## src/rtl/aud_mclk_pkg.sv

```systemverilog
package aud_mclk_pkg;
  parameter int PER_W = 4;

  typedef enum logic [1:0] {
    SPD_SINGLE = 2'b00,
    SPD_DOUBLE = 2'b01,
    SPD_QUAD   = 2'b10,
    SPD_RSVD   = 2'b11
  } speed_e;

  // master-clock cycles per bit-clock period
  function automatic logic [PER_W-1:0] sclk_period(logic [1:0] spd, logic r384, logic x2);
    int base;
    int pre;
    int p;
    case (speed_e'(spd))
      SPD_DOUBLE: base = 2;
      SPD_QUAD:   base = 1;
      default:    base = 4;
    endcase
    pre = (speed_e'(spd) == SPD_QUAD || x2) ? 2 : 1;
    p = base * pre;
    if (r384) p = (p * 3) / 2;
    return PER_W'(p);
  endfunction
endpackage

```

## src/rtl/aud_clk_cfg.sv

```systemverilog
module aud_clk_cfg
  import aud_mclk_pkg::*;
(
  input  logic             clk_i,
  input  logic             rst_ni,
  input  logic             load_i,
  input  logic [1:0]       speed_i,
  input  logic             ratio384_i,
  input  logic             mclk_x2_i,
  output logic [PER_W-1:0] period_o,
  output logic [PER_W-1:0] lo_len_o
);
  logic [PER_W-1:0] period_q;

  always_ff @(posedge clk_i or negedge rst_ni) begin
    if (!rst_ni)     period_q <= PER_W'(4);
    else if (load_i) period_q <= sclk_period(speed_i, ratio384_i, mclk_x2_i);
  end

  assign period_o = period_q;
  // low phase takes the extra cycle of an odd period
  assign lo_len_o = period_q - (period_q >> 1);
endmodule

```

## src/rtl/aud_clk_bitdiv.sv

```systemverilog
module aud_clk_bitdiv #(
  parameter int PER_W = 4
) (
  input  logic             clk_i,
  input  logic             rst_ni,
  input  logic             run_i,
  input  logic [PER_W-1:0] period_i,
  input  logic [PER_W-1:0] lo_len_i,
  output logic             wrap_o,
  output logic             sclk_o,
  output logic             fall_o
);
  logic [PER_W-1:0] cnt_q;

  assign wrap_o = run_i && (cnt_q == period_i - PER_W'(1));
  assign sclk_o = run_i && (cnt_q >= lo_len_i);
  assign fall_o = run_i && (cnt_q == '0);

  always_ff @(posedge clk_i or negedge rst_ni) begin
    if (!rst_ni)                cnt_q <= '0;
    else if (!run_i || wrap_o)  cnt_q <= '0;
    else                        cnt_q <= cnt_q + PER_W'(1);
  end
endmodule

```

## src/rtl/aud_clk_slotctr.sv

```systemverilog
module aud_clk_slotctr #(
  parameter int HALF_SLOTS = 32,
  localparam int SLOTS = 2 * HALF_SLOTS,
  localparam int IDX_W = $clog2(SLOTS)
) (
  input  logic clk_i,
  input  logic rst_ni,
  input  logic run_i,
  input  logic step_i,
  output logic first_o,
  output logic last_o,
  output logic right_o
);
  logic [IDX_W-1:0] idx_q;

  assign first_o = (idx_q == '0);
  assign last_o  = (idx_q == IDX_W'(SLOTS - 1));
  assign right_o = run_i && (idx_q >= IDX_W'(HALF_SLOTS));

  always_ff @(posedge clk_i or negedge rst_ni) begin
    if (!rst_ni)            idx_q <= '0;
    else if (!run_i)        idx_q <= '0;
    else if (step_i)        idx_q <= last_o ? '0 : idx_q + IDX_W'(1);
  end
endmodule

```

## src/rtl/aud_mclk_gen.sv

```systemverilog
module aud_mclk_gen
  import aud_mclk_pkg::*;
#(
  parameter int HALF_SLOTS = 32
) (
  input  logic       clk_i,
  input  logic       rst_ni,
  input  logic [1:0] speed_i,
  input  logic       ratio384_i,
  input  logic       mclk_x2_i,
  output logic       lrck_o,
  output logic       sclk_o,
  output logic       sclk_fall_o,
  output logic       frame_start_o
);
  logic             run_q;
  logic [PER_W-1:0] period;
  logic [PER_W-1:0] lo_len;
  logic             wrap, fall, first, last, right;
  logic             cfg_load;

  always_ff @(posedge clk_i or negedge rst_ni) begin
    if (!rst_ni) run_q <= 1'b0;
    else         run_q <= 1'b1;
  end

  // config captured at start-up and at frame end only
  assign cfg_load = !run_q || (wrap && last);

  aud_clk_cfg u_cfg (
    .clk_i      (clk_i),
    .rst_ni     (rst_ni),
    .load_i     (cfg_load),
    .speed_i    (speed_i),
    .ratio384_i (ratio384_i),
    .mclk_x2_i  (mclk_x2_i),
    .period_o   (period),
    .lo_len_o   (lo_len)
  );

  aud_clk_bitdiv #(.PER_W(PER_W)) u_bitdiv (
    .clk_i    (clk_i),
    .rst_ni   (rst_ni),
    .run_i    (run_q),
    .period_i (period),
    .lo_len_i (lo_len),
    .wrap_o   (wrap),
    .sclk_o   (sclk_o),
    .fall_o   (fall)
  );

  aud_clk_slotctr #(.HALF_SLOTS(HALF_SLOTS)) u_slot (
    .clk_i   (clk_i),
    .rst_ni  (rst_ni),
    .run_i   (run_q),
    .step_i  (wrap),
    .first_o (first),
    .last_o  (last),
    .right_o (right)
  );

  assign lrck_o        = right;
  assign sclk_fall_o   = fall;
  assign frame_start_o = fall && first;
endmodule

```

## config.mk

```make
export PLATFORM = sky130hd
export DESIGN_NAME = aud_mclk_gen
export DESIGN_NICKNAME = d
export VERILOG_FILES = /design/src/rtl/aud_mclk_pkg.sv /design/src/rtl/aud_clk_cfg.sv /design/src/rtl/aud_clk_bitdiv.sv /design/src/rtl/aud_clk_slotctr.sv /design/src/rtl/aud_mclk_gen.sv
export SDC_FILE = /design/constraint.sdc
export NUM_CORES = 1
export LEC_CHECK = 0
export ABC_AREA = 1
export BUFFER_PORTS_ARGS = -buffer_cell sky130_fd_sc_hd__buf_2
export CORE_MARGIN = 5
export CORE_UTILIZATION = 40
export DETAILED_ROUTE_END_ITERATION = 10
export GPL_ROUTABILITY_DRIVEN = 1
export PLACE_DENSITY = 0.67
export SLEW_MARGIN = 30
export SYNTH_ARGS = -nofsm -noshare
export SYNTH_HDL_FRONTEND = slang
export SYNTH_SLANG_ARGS = --single-unit
```

## constraint.sdc

```tcl
create_clock -name clk_i -period 2.9 [get_ports clk_i]
set_clock_uncertainty 0.1 [all_clocks]
set_input_delay 0.58 -clock clk_i [delete_from_list [all_inputs] [get_ports clk_i]]
set_output_delay 0.58 -clock clk_i [all_outputs]
set_load 0.05 [all_outputs]
```

Word level (Yosys, flattened, before mapping)
Cells that the tools add are included.
{ "word_totals": {"inputBits": 6, "ff_bits": 15, "out_inout_bits": 4, "wordCells": 39} }
{ "classes": {"eq_ne": 5, "n_mul": 2, "mux": 8, "addsub": 5, "n_reduce_logical": 12, "order_cmp": 2, "bitwise": 1} }
{ "ops": {"columns": ["cell", "count"], "rows": [
  ["$mul A32 B3 Y32", 1],
  ["$mul A32 B3 Y32 const B", 1],
  ["$mux W32", 1],
  ["$mux W6", 3],
  ["$mux W4", 2],
  ["$add A6 B1 Y6 const B", 1],
  ["$eq A6 B6 Y1 const B", 1],
  ["$ge A6 B6 Y1 const B", 1],
  ["$logic_and A1 B1 Y1", 6],
  ["$logic_not A6 Y1", 1],
  ["$pmux W3 S2", 1],
  ["$add A4 B1 Y4", 1],
  ["$add A4 B1 Y4 const B", 1],
  ["$eq A4 B4 Y1", 1],
  ["$ge A4 B4 Y1", 1],
  ["$logic_not A4 Y1", 1],
  ["$sub A4 B1 Y4 const B", 1],
  ["$sub A4 B3 Y4", 1],
  ["$logic_or A1 B1 Y1", 3],
  ["$eq A2 B1 Y1 const B", 1],
  ["$eq A2 B2 Y1 const B", 1],
  ["$mux W2", 1],
  ["$ne A2 B1 Y1 const B", 1],
  ["$and A1 B1 Y1", 1],
  ["$logic_not A1 Y1", 1]
]} }

Longest topological paths before layout
Gate-level depths: netlist (run 1).
{ "depth": {"ltp_word": 11, "depth_mapped": 16, "ltp_nobuf": 16} }

Modules after synthesis
From an unflattened synthesis (run 1), not the netlist that was laid out.
{ "hier_totals": {"hier_cells": 196, "area_unflattened_um2": 1372.6} }
{ "modules_own_cells": {"columns": ["module", "cells_per_inst", "seq_area_each_um2", "area_per_inst_um2", "instances"], "rows": [
  ["aud_clk_cfg", 71, 101.3, 521.8, 1],
  ["aud_clk_bitdiv", 62, 100.1, 422.9, 1],
  ["aud_clk_slotctr", 57, 150.1, 384.1, 1],
  ["aud_mclk_gen", 6, 25.0, 43.8, 1]
]} }

Least setup slack after synthesis (run 1)
OpenSTA, ideal clock, no wires.
{ "synth_timing": {"path_kind": "register to output", "start": "register u_bitdiv.cnt_q[0]", "end": "output frame_start_o", "required_time_ps": 2220, "setup_slack_ps": 11, "n_path_buf": 0, "stages_incl_launch_ff": 5, "arrival_ps": 2209, "path_cell_list": "dfrtp_1 inv_1 ha_1 nand4_1 nor4_1"} }
{ "synth_between": {"elab_chain_len": 3} }
{ "synth_lines": {"columns": ["element", "line_no", "source"], "rows": [
  ["start, declared", "aud_clk_bitdiv.sv:13", "logic [PER_W-1:0] cnt_q;"],
  ["start signal, assigned", "aud_clk_bitdiv.sv:22", "else cnt_q <= cnt_q + PER_W'(1);"],
  ["$logic_not A4 Y1", "aud_clk_bitdiv.sv:17", "assign fall_o = run_i && (cnt_q == '0);"],
  ["$logic_and A1 B1 Y1", "aud_clk_bitdiv.sv:17", null],
  ["$logic_and A1 B1 Y1", "aud_mclk_gen.sv:64", "assign frame_start_o = fall && first;"],
  ["end, declared", "aud_mclk_gen.sv:14", "output logic frame_start_o"]
]} }
Every way passes these cells.

Worst setup path in the final report (run 1)
{ "layout_timing": {"start": "register u_cfg.period_q[2] (netlist: u_cfg.period_o[2])", "end": "output sclk_o"} }
{ "layout_between": {"elab_chain_len": 3} }
{ "layout_lines": {"columns": ["element", "line_no", "source"], "rows": [
  ["start, declared", "aud_clk_cfg.sv:13", "logic [PER_W-1:0] period_q;"],
  ["start signal, assigned", "aud_clk_cfg.sv:17", "else if (load_i) period_q <= sclk_period(speed_i, ratio384_i, mclk_x2_i);"],
  ["$sub A4 B3 Y4", "aud_clk_cfg.sv:22", "assign lo_len_o = period_q - (period_q >> 1);"],
  ["$ge A4 B4 Y1", "aud_clk_bitdiv.sv:16", "assign sclk_o = run_i && (cnt_q >= lo_len_i);"],
  ["$logic_and A1 B1 Y1", "aud_clk_bitdiv.sv:16", null],
  ["end, declared", "aud_mclk_gen.sv:12", "output logic sclk_o,"]
]} }
Every way passes these cells.

==> flow_summary.toml, run 1 <==
[synthesis]
ys_ff_latch = 15
syn_area_mm2 = 0.001441
synth-main-ff-cell = "dfrtp_1"
yosysSeqAreaShare_pct = 26.13
synthArstFlopShare_pct = 100.0
synthXorXnorAreaFrac_pct = 2.431
synth_compound_gate_area_share_pct = 6.944
synth_top_family_by_area = "simple AND/OR/NAND/NOR gates"
synthSimpleGateAreaFrac_pct = 32.20
muxShareOfSynthArea_pct = 0
ys_types = 29
syn_avg_cell_area_um2 = 7.468
syn_inst = 193
synth_edf_count = 0
ys.warnings.count = 0
synth_fa_ha_area_share_pct = 21.53

[sta]
post-route-min-period_ns = 3.054
max_freq_ghz = 0.3275
final_max_slew_viol_count = 0
rsz0062_at_grt = "yes"
hold_viol = 0
setup_ws_ns = -0.1538
fin_crit_sh_pct = 105.3
setup_violations = 1

[layout]
final_cells = 256
fin_area_mm2 = 0.001637
multi_input_area_um2 = 955.9
finalNetCount = 240
antenna_cells = 0
area_growth_pct = 13.54
seq_area_um2 = 376.6
drive_above_1_share_pct = 24.29
fillCellCount = 364

[clocking]
cts.path.max_buffers = 2
clkTransAtPathRegs_ns = 0.09
cts_buffers = 3
cts_root_buffer = "clkbuf_4"
cts.htree.levels = 1
post-cts-setup-buffers = 0
cts.sinks = 15
postCtsHoldBufs = 0
cts_tree = "yes"
clock_latency_ns = 0.29

[worst_hold_path]
hold_path_class = "in2async"

[place]
post-place-cells = 252
dp_hpwl_mm = 2.025
portBuffers = 9
placed_area_mm2 = 0.001569
dp_slack_ns = -0.01838
routabilityCongestion = 0.8512

[setup_path]
critPathKind = "reg2out"
cp_max_fo = 5
r2r-end = "u_slot.idx_q[4]"
critPathRequiredTime_ns = 2.22
timing.rr.start = "u_cfg.period_o[1]"
reg2reg_slack_ns = 0.98
cp-start-kind = "flip-flop"
arrival_ns = 2.37
endpoint_kind = "output pin"
startpoint = "u_cfg.period_o[2]"
reg2regPathDepth = 10

[drt]
drc = 0
antenna_left = 0
drt_first_pass_iters = 4
via_per_inst = 4.539
avgRoutedWirePerCell_um = 9.625
vias = 1162
wirelength_mm = 2.464
first_iter_violations = 43

[grt]
antenna_found_initial = 0
track_usage_pct = 11.51
grt_max_degree = 16
overflow = 0
grt_pass1_wl_mm = 4.761
grt_pass1_vias = 1184

[die]
io_pins = 10
die_area_mm2 = 0.004904
num_rows = 21
core-area_mm2 = 0.003416
dieWidth_um = 70.03
initial_core_util_pct = 42.20
die_h_um = 70.03

[power]
finalPower_uw = 739.4
vdd_drop_max_uv = 201.3
leakage_nw = 0.9048
power_density_mw_per_mm2 = 451.8

[status]
violations = "setup timing"
status = "finished with violations"

[run]
drv_cap = 0
## through the flow
| stage | hold WS (ns) | utilization, % | setup TNS [ns] |
|---|---|---|---|
| CTS | 0.08682 | 47.73 | -0.1194 |
| floorplan | 0.1844 | - | 0 |
| global route | 0.09562 | 47.91 | -0.2697 |
| global placement | 0.4119 | 45.93 | 0 |
| detailed placement | 0.3998 | 45.93 | -0.01838 |
| finish | 0.06991 | 47.91 | -0.1538 |
## flip-flops by register name, summed over array words and instances (netlist names)
name,flops
u_cfg.period_o,4
u_bitdiv.cnt_q,4
run_q,1
u_slot.idx_q,6
## power breakdown
part           leakage (nW)  switching, mW  internal, mW
Clock                0.0150         0.0655        0.0535
Combinational         0.693          0.219         0.149
Sequential            0.197         0.0250         0.227
## layout make-up
type | count | area share (%)
well taps | 46 | 3.517
multi-input cells | 142 | 58.41
inverters | 35 | 8.028
clock buffers | 4 | 1.606
flip-flops and latches | 15 | 23.01
repair buffers | 14 | 5.428
## logic make-up after synthesis
logic type | after synthesis
XOR/XNOR | 4
adder cells (fa/ha/maj) | 23
other | 2
AO/OA/AOI/OAI | 15
AND/OR/NAND/NOR | 97
flip-flops | 15
buffers and inverters | 37
## cells in the final DEF (no fill, tap or decap), types with 3 or more instances in the layout
cell type  instances
dfrtp_1           14
conb_1             3
o21ai_1            4
ha_1              18
buf_2              8
nand2_2            7
fa_1               3
nand3_1           12
buf_4              5
clkbuf_4           3
inv_1             29
nor2_2             5
nor2_1            11
inv_2              6
nand2_1           52
o21ai_2            6
## critical path, cell delays in order (launching register included)
cell	delay (ns)
dfstp_2	0.54
inv_2	0.06
ha_4	0.26
nor2_1	0.03
o21ai_1	0.13
nand2_1	0.08
xor2_1	0.15
ha_1	0.34
a21oi_2	0.12
o21ai_1	0.07
o21ai_1	0.11
inv_1	0.06
buf_6	0.15
## cells in the mapped netlist, types with 2 or more instances
cell / n / area share, %
a21oi_1: 2 / 0.69
conb_1: 2 / 0.52
dfrtp_1: 14 / 24
fa_1: 3 / 4.2
ha_1: 20 / 17
inv_1: 30 / 7.8
inv_2: 5 / 1.3
nand2_1: 53 / 14
nand2_2: 6 / 2.6
nand3_1: 12 / 4.2
nand3_2: 2 / 1.4
nand3b_1: 2 / 1.0
nor2_1: 11 / 2.9
nor2_2: 5 / 2.2
o21ai_0: 5 / 1.7
o21ai_2: 6 / 3.6
xnor2_1: 2 / 1.2
xor2_1: 2 / 1.2
## layer usage
metal / routed length [µm] / global-route usage (%) / part of all wire [%]
met1: 1207 / 14.11 / 49
met2: 1176 / 20.04 / 48
met3: 51 / 2.009 / 2.1
met4: 30 / 4.255 / 1.2
met5: 0 / 0 / 0
## worst max path at each step
stage / slack, ns / endpoint / depth (start not counted)
after floorplan: 0.01 / frame_start_o / 4
after global placement: 0.004 / u_cfg.period_o[3] / 17
after detailed placement: -0.02 / u_cfg.period_o[3] / 17
after CTS: -0.12 / sclk_o / 12
after global routing: -0.27 / sclk_o / 12
final: -0.15 / sclk_o / 12
## what timing repair did
action | CTS | global route
setup endpoints to repair | 1 | 1
resized for setup | 9 | 2
pin swaps | 1 | 2
hold endpoints to repair | 0 | 0
Note: power is estimated with default switching activity, not from simulation.
==> run 2, diff against run 1 <==
--- a/config.mk
+++ b/config.mk
@@ -8,10 +8,11 @@
 export ABC_AREA = 1
 export BUFFER_PORTS_ARGS = -buffer_cell sky130_fd_sc_hd__buf_2
 export CORE_MARGIN = 5
-export CORE_UTILIZATION = 40
+export CORE_UTILIZATION = 50
 export DETAILED_ROUTE_END_ITERATION = 10
 export GPL_ROUTABILITY_DRIVEN = 1
-export PLACE_DENSITY = 0.67
+export PLACE_DENSITY = 0.78
+export SETUP_SLACK_MARGIN = 0.4
 export SLEW_MARGIN = 30
 export SYNTH_ARGS = -nofsm -noshare
 export SYNTH_HDL_FRONTEND = slang
==> flow_summary.toml, run 2 (synthesis results as in run 1) <==
[drt]
top_layer_used = "met4"
vias = 1210
via_per_inst = 4.979
met2_length_mm = 1.216
wirelength_mm = 2.560
route.met3.wl_um = 78
drc = 0
avgRoutedWirePerCell_um = 10.53
met1_length_mm = 1.224
antenna_left = 0
drt_first_pass_iters = 6
first_iter_violations = 65

[setup_path]
critPathRequiredTime_ns = 2.22
cp_max_fo = 5
critPathKind = "reg2out"
cp_common_cell = "o21ai_1"
cp_top_family = "adder cells"
crit_chain = "inv_2 -> ha_1 -> nor2_1 -> o21ai_1 -> nand2_1 -> xor2_1 -> ha_1 -> a21oi_2 -> o21ai_1 -> o21ai_1 -> inv_2 -> buf_6"
critPathSlowestCell = "dfstp_2"
critPathBufInv = 3
cp-start-kind = "flip-flop"
slowest_delay_ns = 0.54
arrival_ns = 2.34
endpoint_kind = "output pin"

[power]
vdd_drop_max_uv = 347.7
leakage_nw = 0.9173
finalPower_uw = 726.4
power_density_mw_per_mm2 = 436.2

[place]
routabilityCongestion = 0.8769
portBuffers = 9
dp_hpwl_mm = 2.049
post-place-cells = 234

[layout]
antenna_cells = 0
max_flop_register = "u_slot.idx_q"
area_growth_pct = 15.54
final_common_cell = "nand2_1"
finalNetCount = 242
drive_above_1_share_pct = 29.72
largest_reg_flops = 6
final_cells = 243
fillCellCount = 252
layout_common_cells = "nand2_1, inv_1, ha_1, dfrtp_1, nand3_1"

[sta]
final_max_slew_viol_count = 0
max_freq_ghz = 0.3307
setup_violations = 1
setup_ws_ns = -0.1242
hold_viol = 0
fin_crit_sh_pct = 104.3
post-route-min-period_ns = 3.024
rsz0062_at_grt = "yes"

[worst_hold_path]
hold_path_class = "in2async"

[grt]
grt_max_degree = 16
grt_pass1_wl_mm = 4.602
grt_pass1_vias = 1096
antenna_found_initial = 0
track_usage_pct = 13.80
overflow = 0

[die]
initial_core_util_pct = 52.27
dieWidth_um = 63.69
io_pins = 10
die_h_um = 63.69
die_area_mm2 = 0.004056
num_rows = 19
core-area_mm2 = 0.002758

[clocking]
cts_tree = "yes"
clock_latency_ns = 0.29
cts.htree.levels = 1
cts.sinks = 15
cts_buffers = 3
clkTransAtPathRegs_ns = 0.09
cts_root_buffer = "clkbuf_4"
cts.path.max_buffers = 2

[status]
status = "finished with violations"
violations = "setup timing"

[run]
drv_cap = 0
-- run 2: cell count changes in the layout (fill, tap and decap cells not counted), moves of 2 or more --
| cell | before | now |
|---|---|---|
| ha_2 | 0 | 2 |
| buf_4 | 5 | 7 |
| buf_2 | 8 | 6 |
| inv_2 | 6 | 9 |
| inv_1 | 29 | 25 |
-- run 2: cell type report --
| class | instances | area (µm²) | share of cell area (%) |
|---|---|---|---|
| Sequential cell | 15 | 377.9 | 22.69 |
| Tap cell | 31 | 38.79 | 2.329 |
| Timing Repair Buffer | 16 | 120.1 | 7.213 |
| Inverter | 35 | 133.9 | 8.039 |
| Multi-Input combinational cell | 142 | 968.4 | 58.15 |
| Clock buffer | 4 | 26.28 | 1.578 |
-- run 2: through the flow --
step / setup TNS [ns] / worst slack [ns] / util (%) / area, µm² / hold WS [ns]
floorplan: 0 / 0.2828 / - / 1466 / 0.1844
global placement: 0 / 0.1419 / 56.17 / 1549 / 0.4013
detailed placement: 0 / 0.09857 / 56.17 / 1549 / 0.3996
CTS: -0.1277 / -0.1277 / 57.89 / 1597 / 0.08619
global route: -0.2569 / -0.2569 / 60.39 / 1665 / 0.09911
finish: -0.1242 / -0.1242 / 60.39 / 1665 / 0.07417
-- run 2: routing by layer --
metal | global-route usage, % | up-vias
met4 | 5.455 | 0
li1 | - | 634
met2 | 22.34 | 22
met5 | 0 | -
met3 | 1.599 | 4
met1 | 18.59 | 550
-- run 2: power breakdown --
part | switching, mW | internal [mW] | leakage (nW)
logic | 0.215 | 0.142 | 0.706
clock network | 0.0677 | 0.0535 | 0.0150
registers | 0.0206 | 0.228 | 0.196
-- run 2: worst paths after layout --
kind	endpoint	startpoint	depth (start not counted)	slack (ns)
min reg2reg	u_bitdiv.cnt_q[0]	u_bitdiv.cnt_q[0]	1	0.44
max	sclk_o	u_cfg.period_o[2]	12	-0.12
min in group clk_i	u_bitdiv.cnt_q[0]	u_bitdiv.cnt_q[0]	1	0.44
min	u_slot.idx_q[4]	rst_ni	1	0.07
max in group asynchronous	u_cfg.period_o[2]	rst_ni	1	2.32
max reg2reg	u_slot.idx_q[4]	u_cfg.period_o[1]	10	1.01
-- run 2: repair_timing --
action,CTS,global route
setup endpoints to repair,1,2
hold buffers,0,0
gates cloned,0,0
buffers inserted,2,3
gates resized for setup,2,14
pin swaps,1,9
==> run 3, diff against run 2 <==
--- a/config.mk
+++ b/config.mk
@@ -13,6 +13,8 @@
 export GPL_ROUTABILITY_DRIVEN = 1
 export PLACE_DENSITY = 0.78
 export SETUP_SLACK_MARGIN = 0.4
+export SKIP_CTS_REPAIR_TIMING = 1
+export SKIP_LAST_GASP = 1
 export SLEW_MARGIN = 30
 export SYNTH_ARGS = -nofsm -noshare
 export SYNTH_HDL_FRONTEND = slang
==> flow_summary.toml, run 3 (synthesis results as in run 1) <==
[layout]
antenna_cells = 0
max_flop_register = "u_slot.idx_q"
final_cells = 241
drive_above_1_share_pct = 29.05
area_growth_pct = 14.50
layout_common_cells = "nand2_1, inv_1, ha_1, dfrtp_1, nand3_1"
largest_reg_flops = 6
fillCellCount = 254
finalNetCount = 240
final_common_cell = "nand2_1"

[setup_path]
cp-start-kind = "flip-flop"
critPathKind = "reg2out"
cp_max_fo = 5
slowest_delay_ns = 0.57
critPathRequiredTime_ns = 2.22
arrival_ns = 2.36
cp_common_cell = "o21ai_1"
critPathSlowestCell = "dfstp_2"
reg2regPathDepth = 10
endpoint_kind = "output pin"
cp_top_family = "adder cells"
crit_chain = "inv_2 -> ha_1 -> nor2_1 -> o21ai_1 -> nand2_1 -> xor2_1 -> ha_1 -> a21oi_2 -> o21ai_1 -> o21ai_1 -> inv_2 -> buf_6"
worst-path-stages = 12
critPathBufInv = 3

[drt]
antenna_left = 0
avgRoutedWirePerCell_um = 10.47
first_iter_violations = 59
vias = 1204
drc = 0
drt_first_pass_iters = 4
via_per_inst = 4.996
wirelength_mm = 2.524

[sta]
hold_viol = 0
final_max_slew_viol_count = 0
rsz0062_at_grt = "yes"
post-route-min-period_ns = 3.044
fin_crit_sh_pct = 105.0
setup_violations = 1
setup_ws_ns = -0.1442
max_freq_ghz = 0.3285

[grt]
antenna_found_initial = 0
grt_pass1_vias = 1054
grt_max_degree = 16
grt_pass1_wl_mm = 4.491
overflow = 0
track_usage_pct = 13.51

[place]
portBuffers = 9
dp_hpwl_mm = 2.049
routabilityCongestion = 0.8769
post-place-cells = 234

[die]
die_h_um = 63.69
core-area_mm2 = 0.002758
io_pins = 10
num_rows = 19
die_area_mm2 = 0.004056
initial_core_util_pct = 52.27
dieWidth_um = 63.69

[power]
finalPower_uw = 720.8
power_density_mw_per_mm2 = 436.8
leakage_nw = 0.9071
vdd_drop_max_uv = 345.3

[run]
drv_cap = 0

[clocking]
cts_buffers = 3
cts.htree.levels = 1
cts.sinks = 15
cts_tree = "yes"
cts.path.max_buffers = 2
clkTransAtPathRegs_ns = 0.09
cts_root_buffer = "clkbuf_4"
clock_latency_ns = 0.29

[worst_hold_path]
hold_path_class = "in2async"

[status]
violations = "setup timing"
status = "finished with violations"
## run 3: area by class of cell
class | count | area (µm²) | area share [%]
flip-flops and latches | 15 | 377.9 | 22.90
inverters | 35 | 133.9 | 8.112
multi-input cells | 142 | 968.4 | 58.68
clock buffers | 4 | 26.28 | 1.592
well taps | 31 | 38.79 | 2.350
repair buffers | 14 | 105.1 | 6.368
## run 3: power breakdown
| group | internal, mW | switching, mW | total, mW |
|---|---|---|---|
| Sequential | 0.228 | 0.0219 | 0.250 |
| Combinational | 0.138 | 0.212 | 0.350 |
| Clock | 0.0535 | 0.0678 | 0.121 |
| Total | 0.419 | 0.302 | 0.721 |
## run 3: worst paths after layout
| check | start | endpoint | slack, ns |
|---|---|---|---|
| setup / recovery | u_cfg.period_o[2] | sclk_o | -0.14 |
| hold / removal | rst_ni | u_slot.idx_q[4] | 0.07 |
| setup reg to reg | u_cfg.period_o[1] | u_slot.idx_q[4] | 1.00 |
| hold reg to reg | u_cfg.period_o[2] | u_cfg.period_o[2] | 0.42 |
| max in group asynchronous | rst_ni | u_cfg.period_o[2] | 2.32 |
| min in group clk_i | u_cfg.period_o[2] | u_cfg.period_o[2] | 0.42 |
## run 3: through the flow
stage | hold slack, ns | util, % | worst slack (ns) | TNS, ns | area, µm²
final | 0.07314 | 59.85 | -0.1442 | -0.1442 | 1650
after global routing | 0.09911 | 59.85 | -0.2807 | -0.2807 | 1650
after CTS | 0.08619 | 57.12 | -0.2205 | -0.2205 | 1575
after detailed placement | 0.3996 | 56.17 | 0.09857 | 0 | 1549
after global placement | 0.4013 | 56.17 | 0.1419 | 0 | 1549
after floorplan | 0.1844 | - | 0.2828 | 0 | 1466
## run 3: per-layer routing
metal	track usage, %	vias to the layer above	routed length [µm]
li1	-	634	-
met1	18.59	540	1214
met2	21.32	24	1187
met3	1.599	6	75
met4	5.455	0	45
met5	0	-	0
